$ cat config.mk
export PLATFORM = sky130hd
export DESIGN_NAME = xmem_access_ctrl
export DESIGN_NICKNAME = d
export VERILOG_FILES = /design/src/rtl/xmem_pkg.sv /design/src/rtl/xmem_decode.sv /design/src/rtl/xmem_stretch.sv /design/src/rtl/xmem_ext_port.sv /design/src/rtl/xmem_access_ctrl.sv
export SDC_FILE = /design/constraint.sdc
export NUM_CORES = 1
export LEC_CHECK = 0
export BUFFER_PORTS_ARGS = -buffer_cell sky130_fd_sc_hd__buf_4
export CORE_ASPECT_RATIO = 1.2
export CORE_UTILIZATION = 47
export CTS_CLUSTER_SIZE = 14
export DETAILED_ROUTE_END_ITERATION = 6
export GPL_TIMING_DRIVEN = 1
export HOLD_SLACK_MARGIN = 0.08
export PLACE_DENSITY = 0.83
export SYNTH_ARGS = -nofsm -noshare
export SYNTH_HDL_FRONTEND = slang
export SYNTH_HIERARCHICAL = 1
export SYNTH_SLANG_ARGS = --single-unit
$ cat constraint.sdc
create_clock -name clk -period 2.7 [get_ports clk]
set_clock_uncertainty 0.1 [all_clocks]
set_input_delay 0.54 -clock clk [delete_from_list [all_inputs] [get_ports clk]]
set_output_delay 0.54 -clock clk [all_outputs]
set_load 0.005 [all_outputs]
$ cat src/rtl/xmem_pkg.sv
// Package: shared types for the external data memory access controller.
// Assumes a single clock domain; holds no logic beyond type definitions.
package xmem_pkg;

    // Routing result of one decoded request
    typedef enum logic [1:0] {
        RG_IDLE = 2'd0,   // no request this cycle
        RG_INT  = 2'd1,   // internal memory port
        RG_EXT  = 2'd2,   // external SRAM bus, enabled
        RG_OFF  = 2'd3    // external region while external memory is disabled
    } region_e;

endpackage

$ cat src/rtl/xmem_decode.sv
// Module: xmem_decode
// Classifies a request address as internal, external or disabled-external.
// Assumes the internal region is the contiguous range [0, INT_TOP).
module xmem_decode
    import xmem_pkg::*;
#(
    parameter int ADDR_W  = 16,
    parameter int INT_TOP = 8448
) (
    input  logic              req_valid,
    input  logic [ADDR_W-1:0] req_addr,
    input  logic              ext_en,
    output region_e           region
);

    localparam logic [ADDR_W-1:0] EXT_BASE = ADDR_W'(INT_TOP);

    // Purpose: pick the region for the current request
    always_comb begin
        if (!req_valid) begin
            region = RG_IDLE;
        end else if (req_addr < EXT_BASE) begin
            region = RG_INT;
        end else if (ext_en) begin
            region = RG_EXT;
        end else begin
            region = RG_OFF;
        end
    end

endmodule

$ cat src/rtl/xmem_stretch.sv
// Module: xmem_stretch
// Sequences one external access: stall for (wait + 1) cycles, then one
// completing cycle with stall low. The wait count is latched at the start.
// Assumes the requester keeps the request steady while stall is high.
module xmem_stretch #(
    parameter int WS_W = 2
) (
    input  logic            clk,
    input  logic            rst_n,
    input  logic            ext_req,
    input  logic [WS_W-1:0] wait_cnt,
    output logic            busy,
    output logic            stall,
    output logic            last
);

    localparam logic [WS_W:0] ONE = {{WS_W{1'b0}}, 1'b1};

    logic            active_q;
    logic [WS_W:0]   cnt_q;
    logic [WS_W:0]   len_q;
    logic [WS_W:0]   len_now;

    // Purpose: number of stall cycles requested by the current setting
    always_comb begin
        len_now = {1'b0, wait_cnt} + ONE;
    end

    // Purpose: stall and last-stall-cycle flags from the sequencer state
    always_comb begin
        if (active_q) begin
            stall = (cnt_q < len_q);
            last  = (cnt_q == (len_q - ONE));
        end else begin
            stall = ext_req;
            last  = ext_req && (len_now == ONE);
        end
    end

    // Purpose: advance the cycle counter through one stretched access
    always_ff @(posedge clk) begin
        if (!rst_n) begin
            active_q <= 1'b0;
            cnt_q    <= '0;
            len_q    <= '0;
        end else if (!active_q) begin
            if (ext_req) begin
                active_q <= 1'b1;
                cnt_q    <= ONE;
                len_q    <= len_now;
            end
        end else if (cnt_q == len_q) begin
            active_q <= 1'b0;
            cnt_q    <= '0;
        end else begin
            cnt_q <= cnt_q + ONE;
        end
    end

    assign busy = active_q;

endmodule

$ cat src/rtl/xmem_ext_port.sv
// Module: xmem_ext_port
// Drives the external SRAM bus: address, write data and active-low strobes,
// and captures read data on the last stall cycle.
// Assumes stall is high only during an external access.
module xmem_ext_port #(
    parameter int ADDR_W = 16,
    parameter int DATA_W = 8
) (
    input  logic              clk,
    input  logic              rst_n,
    input  logic              ext_req,
    input  logic              busy,
    input  logic              stall,
    input  logic              last,
    input  logic              req_write,
    input  logic [ADDR_W-1:0] req_addr,
    input  logic [DATA_W-1:0] req_wdata,
    input  logic [DATA_W-1:0] ext_rdata,
    output logic [ADDR_W-1:0] ext_addr,
    output logic [DATA_W-1:0] ext_wdata,
    output logic              ext_rd_n,
    output logic              ext_wr_n,
    output logic [DATA_W-1:0] rd_hold
);

    logic [ADDR_W-1:0] addr_q;
    logic [DATA_W-1:0] wdata_q;
    logic              write_q;
    logic              write_sel;

    // Purpose: latch the access on its first cycle so the bus holds steady
    always_ff @(posedge clk) begin
        if (!rst_n) begin
            addr_q  <= '0;
            wdata_q <= '0;
            write_q <= 1'b0;
        end else if (!busy && ext_req) begin
            addr_q  <= req_addr;
            wdata_q <= req_wdata;
            write_q <= req_write;
        end
    end

    // Purpose: bus values come from the request on the first cycle, latch after
    always_comb begin
        if (busy) begin
            ext_addr  = addr_q;
            ext_wdata = wdata_q;
            write_sel = write_q;
        end else begin
            ext_addr  = req_addr;
            ext_wdata = req_wdata;
            write_sel = req_write;
        end
        ext_rd_n = !(stall && !write_sel);
        ext_wr_n = !(stall && write_sel);
    end

    // Purpose: capture read data in the final stall cycle
    always_ff @(posedge clk) begin
        if (!rst_n) begin
            rd_hold <= '0;
        end else if (stall && last && !write_sel) begin
            rd_hold <= ext_rdata;
        end
    end

endmodule

$ cat src/rtl/xmem_access_ctrl.sv
// Module: xmem_access_ctrl (top)
// Routes CPU data accesses to the internal port or the external SRAM bus,
// stretching external accesses by the configured wait states.
// Assumes the internal memory reads combinationally and the CPU holds its
// request while cpu_stall is high.
module xmem_access_ctrl
    import xmem_pkg::*;
#(
    parameter int ADDR_W  = 16,
    parameter int DATA_W  = 8,
    parameter int WS_W    = 2,
    parameter int INT_TOP = 8448
) (
    input  logic              clk,
    input  logic              rst_n,
    input  logic              req_valid,
    input  logic              req_write,
    input  logic [ADDR_W-1:0] req_addr,
    input  logic [DATA_W-1:0] req_wdata,
    output logic [DATA_W-1:0] rsp_rdata,
    output logic              cpu_stall,
    input  logic              cfg_ext_en,
    input  logic [WS_W-1:0]   cfg_wait,
    output logic              int_sel,
    output logic              int_write,
    output logic [ADDR_W-1:0] int_addr,
    output logic [DATA_W-1:0] int_wdata,
    input  logic [DATA_W-1:0] int_rdata,
    output logic [ADDR_W-1:0] ext_addr,
    output logic [DATA_W-1:0] ext_wdata,
    input  logic [DATA_W-1:0] ext_rdata,
    output logic              ext_rd_n,
    output logic              ext_wr_n
);

    region_e           region;
    logic              ext_req;
    logic              busy;
    logic              stall;
    logic              last;
    logic [DATA_W-1:0] rd_hold;

    xmem_decode #(
        .ADDR_W  (ADDR_W),
        .INT_TOP (INT_TOP)
    ) u_decode (
        .req_valid (req_valid),
        .req_addr  (req_addr),
        .ext_en    (cfg_ext_en),
        .region    (region)
    );

    assign ext_req = (region == RG_EXT);

    xmem_stretch #(
        .WS_W (WS_W)
    ) u_stretch (
        .clk      (clk),
        .rst_n    (rst_n),
        .ext_req  (ext_req),
        .wait_cnt (cfg_wait),
        .busy     (busy),
        .stall    (stall),
        .last     (last)
    );

    xmem_ext_port #(
        .ADDR_W (ADDR_W),
        .DATA_W (DATA_W)
    ) u_ext (
        .clk       (clk),
        .rst_n     (rst_n),
        .ext_req   (ext_req),
        .busy      (busy),
        .stall     (stall),
        .last      (last),
        .req_write (req_write),
        .req_addr  (req_addr),
        .req_wdata (req_wdata),
        .ext_rdata (ext_rdata),
        .ext_addr  (ext_addr),
        .ext_wdata (ext_wdata),
        .ext_rd_n  (ext_rd_n),
        .ext_wr_n  (ext_wr_n),
        .rd_hold   (rd_hold)
    );

    // Purpose: internal port is a pass-through gated by the decode
    always_comb begin
        int_sel   = (region == RG_INT);
        int_write = int_sel && req_write;
        int_addr  = req_addr;
        int_wdata = req_wdata;
    end

    // Purpose: select load data for the CPU (zero for disabled region)
    always_comb begin
        if (busy) begin
            rsp_rdata = rd_hold;
        end else if (region == RG_INT) begin
            rsp_rdata = int_rdata;
        end else begin
            rsp_rdata = '0;
        end
    end

    assign cpu_stall = stall;

endmodule

; ---- Word-level counts from Yosys, hierarchy flattened
; Index checks and enable logic that the tools add are counted.
[op_classes]
add_sub_neg = 3
magnitude_cmp = 2
n_eq_ne = 5
mux = 16
bitwise_logic = 1
n_reduce_logical = 13
[op_table]
columns = cell, count
row1 = $mux W8, 3
row2 = $lt A16 B14 Y1 const B, 1
row3 = $mux W16, 1
row4 = $mux W3, 3
row5 = $logic_and A1 B1 Y1, 7
row6 = $mux W1, 7
row7 = $eq A3 B3 Y1, 2
row8 = $logic_not A1 Y1, 4
row9 = $mux W2, 2
row10 = $add A2 B1 Y3 const B, 1
row11 = $add A3 B1 Y3 const B, 1
row12 = $eq A3 B1 Y1 const B, 1
row13 = $lt A3 B3 Y1, 1
row14 = $sub A3 B1 Y3 const B, 1
row15 = $eq A2 B1 Y1 const B, 1
row16 = $eq A2 B2 Y1 const B, 1
row17 = $reduce_and A2 Y1, 1
row18 = $reduce_bool A2 Y1, 1
row19 = $not A1 Y1, 1
[word_totals]
register_bits = 40
inputBits = 47
out_inout_bits = 61
elab_cells = 47

; ---- Longest topological paths before layout
[depth]
ltp_word = 8
mapped_depth = 10

; ---- By module
; The synthesis kept the hierarchy.
[by_module_without_submodules]
columns = mod, instances, cells_each, area_per_inst_um2
row1 = xmem_ext_port, 1, 176, 1567.8
row2 = xmem_stretch, 1, 52, 455.4
row3 = xmem_access_ctrl, 1, 53, 369.1
row4 = xmem_decode, 1, 6, 35.0

; ---- Least setup slack after synthesis
; Ideal clock, no wire load.
[synth_timing]
path_kind = input to output
start = in req_addr[12]
end = out ext_wr_n
t_arrival_ns = 1.880
required_time_ns = 2.060
path_slack_ns = 0.180
cell_stages = 8
n_path_buf = 1
cell_sequence = nor4_1 -> a21oi_1 -> a21boi_1 -> nor2b_1 -> nor2b_1 -> buf_4 -> a31o_1 -> nand2b_1
[synth_between]
elab_chain_cells = 7
[synth_rtl]
columns = item, line
row1 = from (decl), xmem_access_ctrl.sv:18  ; input logic [ADDR_W-1:0] req_addr,
row2 = $lt A16 B14 Y1, xmem_decode.sv:22  ; end else if (req_addr < EXT_BASE) begin
row3 = $mux W2, xmem_decode.sv:22
row4 = $mux W2, xmem_decode.sv:20  ; if (!req_valid) begin
row5 = via region[0], xmem_access_ctrl.sv:36  ; region_e region;
row6 = $eq A2 B2 Y1, xmem_access_ctrl.sv:53  ; assign ext_req = (region == RG_EXT);
row7 = via ext_req, xmem_access_ctrl.sv:37  ; logic ext_req;
row8 = $mux W1, xmem_stretch.sv:31  ; if (active_q) begin
row9 = via cpu_stall, xmem_access_ctrl.sv:21  ; output logic cpu_stall,
row10 = $logic_and A1 B1 Y1, xmem_ext_port.sv:56  ; ext_wr_n = !(stall && write_sel);
row11 = $logic_not A1 Y1, xmem_ext_port.sv:56
row12 = to (decl), xmem_access_ctrl.sv:33  ; output logic ext_wr_n
; The timed path passes the listed nets, and every way through them passes these cells.

; ---- Final worst setup path
[layout_timing]
start = in req_addr[12]
end = out ext_wr_n
[layout_between]
elab_chain_cells = 7
[layout_rtl]
columns = item, line
row1 = $lt A16 B14 Y1, xmem_decode.sv:22
row2 = $mux W2, xmem_decode.sv:22
row3 = $mux W2, xmem_decode.sv:20
row4 = via region[1], xmem_access_ctrl.sv:36
row5 = $eq A2 B2 Y1, xmem_access_ctrl.sv:53
row6 = via ext_req, xmem_access_ctrl.sv:37
row7 = $mux W1, xmem_stretch.sv:31
row8 = $logic_and A1 B1 Y1, xmem_ext_port.sv:56
row9 = $logic_not A1 Y1, xmem_ext_port.sv:56
; The timed path passes the listed nets, and every way through them passes these cells.

==> results.tsv <==
metric	value	unit
status	completed	
dp.final_hpwl	4020	um
wl_met2	2807	um
fin_cells	430	
slew_violations	0	
wl_met3	386	um
grt_pass1_wl	8155	um
gr-usage-all-layers	19.90	%
die_width	67.61	um
drc	0	
grt_max_degree	43	
synth_cells	287	
wl_per_cell	12.64	um
h-tree-depth	2	
yosysTopAreaCell	dfxtp_1	
hold_depth	2	
cts_setup_buffers	0	
die_y	80.73	um
clkSinkCount	40	
drtAntennaViolNets	0	
async_reset_ff_share	0	%
cts_root_buf	clkbuf_8	
yosysTopAreaCellShare	32.99	%
hold_viol_final	0	
final_util	64.84	%
drt-initial-drc-count	114	
vias	2181	
gp_congestion	0.7690	
power.leakage	1.417	nW
r2r_slack	0.56	ns
worstPathArrival	1.95	ns
avgViaCountPerCell	5.072	
ys_top_cells_by_area	dfxtp_1, nand2_1, mux2_2, buf_4, a21boi_0	
drt_first_pass_iters	4	
setup_viol	0	
finalCritPeriodShare	96.02	%
synthFlopType	dfxtp_1	
post-synth-top-count-cell	nand2_1	
yosys_register_bits	40	
place_inst	423	
netlist_top_cells_count	nand2_1, dfxtp_1, buf_4	
clk-insertion-delay-late	0.28	ns
period_minus_slack	2.593	ns
postPlaceCellArea	0.003110	mm2
synth-edff-count	0	
core	0.004940	mm2
grt_pass1_vias	1880	
n_fill_cell	431	
met1_length	2153	um
worstSetupPathType	in2out	
cts_made_buffers	5	
start_util	49.14	%
multi_input_area	0.001324	mm2
peakVddDrop	310.7	uV
top_layer	met4	
worstHoldEndpoint	u_ext/addr_q[7]	
tightest_slew	0.5376	ns
regArea	802.0	um2
worstSetupStartpointType	primary input	
cp.required	2.06	ns
antenna_found_initial	0	
io_pins	108	
nNetsFinal	424	
whs	0.3575	ns
synthesis.area	0.002427	mm2
n_antenna_cell	0	
max_freq	385.7	MHz
hp-class	reg2reg	
ys_warn_count	6	
post_synth.cell_area_avg	8.458	um2
cts_tree	built	
ys_types	36	
rr_worst_depth	4	
wl	5437	um
rows	28	
power_density	439.6	mW/mm2
drive_gt1_share	43.51	%
r2r_start	u_stretch/busy	
critPathMaxFanout	4	
portBuffers	107	
hold_buffers	0	
cap_violations	0	
r2r_end	u_ext/rd_hold[5]	
grt_overflow	0	
syn_to_final_growth	31.96	%
cts_buffer_depth	2	
relSlewSlack	64.16	%
syn_nets	341	
cp-end-kind	output pin	
cts.clk_slew.worst_paths	0.07	ns
die_area	0.005457	mm2
hold_start	u_ext/addr_q[7]	
synth_seq_area_share	32.99	%
design_area	0.003203	mm2
## logic make-up (layout without fill, tap and decap cells)
family	Yosys count	count (layout)	share of synthesized area (%)
AO/OA/AOI/OAI	44	44	13.04
XOR/XNOR	3	3	1.083
adder cells (fa/ha/maj)	7	7	3.608
flip-flops	40	40	32.99
multiplexers	35	35	15.67
AND/OR/NAND/NOR	108	108	20.41
buffers and inverters	50	133	13.20
## timing repair
item	in CTS	in global routing
hold endpoints to repair	0	0
resized for setup	0	3
endpoints found under the setup margin	0	3
## flip-flops by register name, summed over array words and instances (netlist names)
signal,flops
u_stretch/len_q,3
u_ext/write_q,1
u_ext/rd_hold,8
u_ext/wdata_q,8
u_stretch/busy,1
u_ext/addr_q,16
u_stretch/cnt_q,3
## metal layers
layer | track usage, % | vias to the layer above
met1 | 21.50 | 1007
met2 | 35.94 | 77
li1 | - | 1088
met5 | 0 | -
met4 | 7.660 | 0
met3 | 5.114 | 9
## cell usage in the layout, fill, tap and decap left out, drive strengths merged, types with 3 or more instances in the layout
cell	instances
a21boi	26
a21oi	3
buf	117
clkbuf	6
dfxtp	40
ha	7
inv	9
mux2	24
mux2i	11
nand2	76
nand2b	11
nor2	7
nor2b	4
o21ai	9
## where the power goes
group          switching, W  internal [W]
clock network      0.000190      0.000175
logic              0.000168      0.000228
registers         0.0000259      0.000621
total              0.000384       0.00102
## critical path: stages
cell and delay [ns]:
buf_4 0.12, nor4_2 0.29, a21oi_2 0.11, and2_1 0.17
nor2b_1 0.13, nor2b_1 0.15, a31o_1 0.26, nand2b_1 0.08
buf_4 0.10
## per-stage QoR
stage / power, W / worst slack, ns / TNS [ns]
2_1_floorplan: 0.0008788 / 0.1796 / 0
3_3_place_gp: 0.001045 / 0.02380 / 0
3_5_place_dp: 0.001056 / 0.0003630 / 0
4_1_cts: 0.001425 / 0.06088 / 0
5_1_grt: 0.001495 / -0.01459 / -0.02205
6_report: 0.001408 / 0.1074 / 0
## how the worst max path moves through the flow
stage / from / slack [ns] / to / cells after the start
detailed placement: req_addr[15] / 0.0004 / u_ext/rd_hold[4] / 11
global placement: req_addr[11] / 0.02 / u_ext/rd_hold[3] / 10
finish: req_addr[12] / 0.11 / ext_wr_n / 9
CTS: req_addr[11] / 0.06 / ext_wr_n / 9
floorplan: req_addr[12] / 0.18 / ext_wr_n / 8
global route: req_addr[12] / -0.01 / ext_rd_n / 9
## cell type report
class	instances	area share [%]
inverter	9	1.055
sequential	40	25.04
clock inverter	1	0.1563
timing repair buffer	117	27.81
tap	60	2.344
multi-input combinational	197	41.33
clock buffer	6	2.266
(Power assumes the default switching activity.)
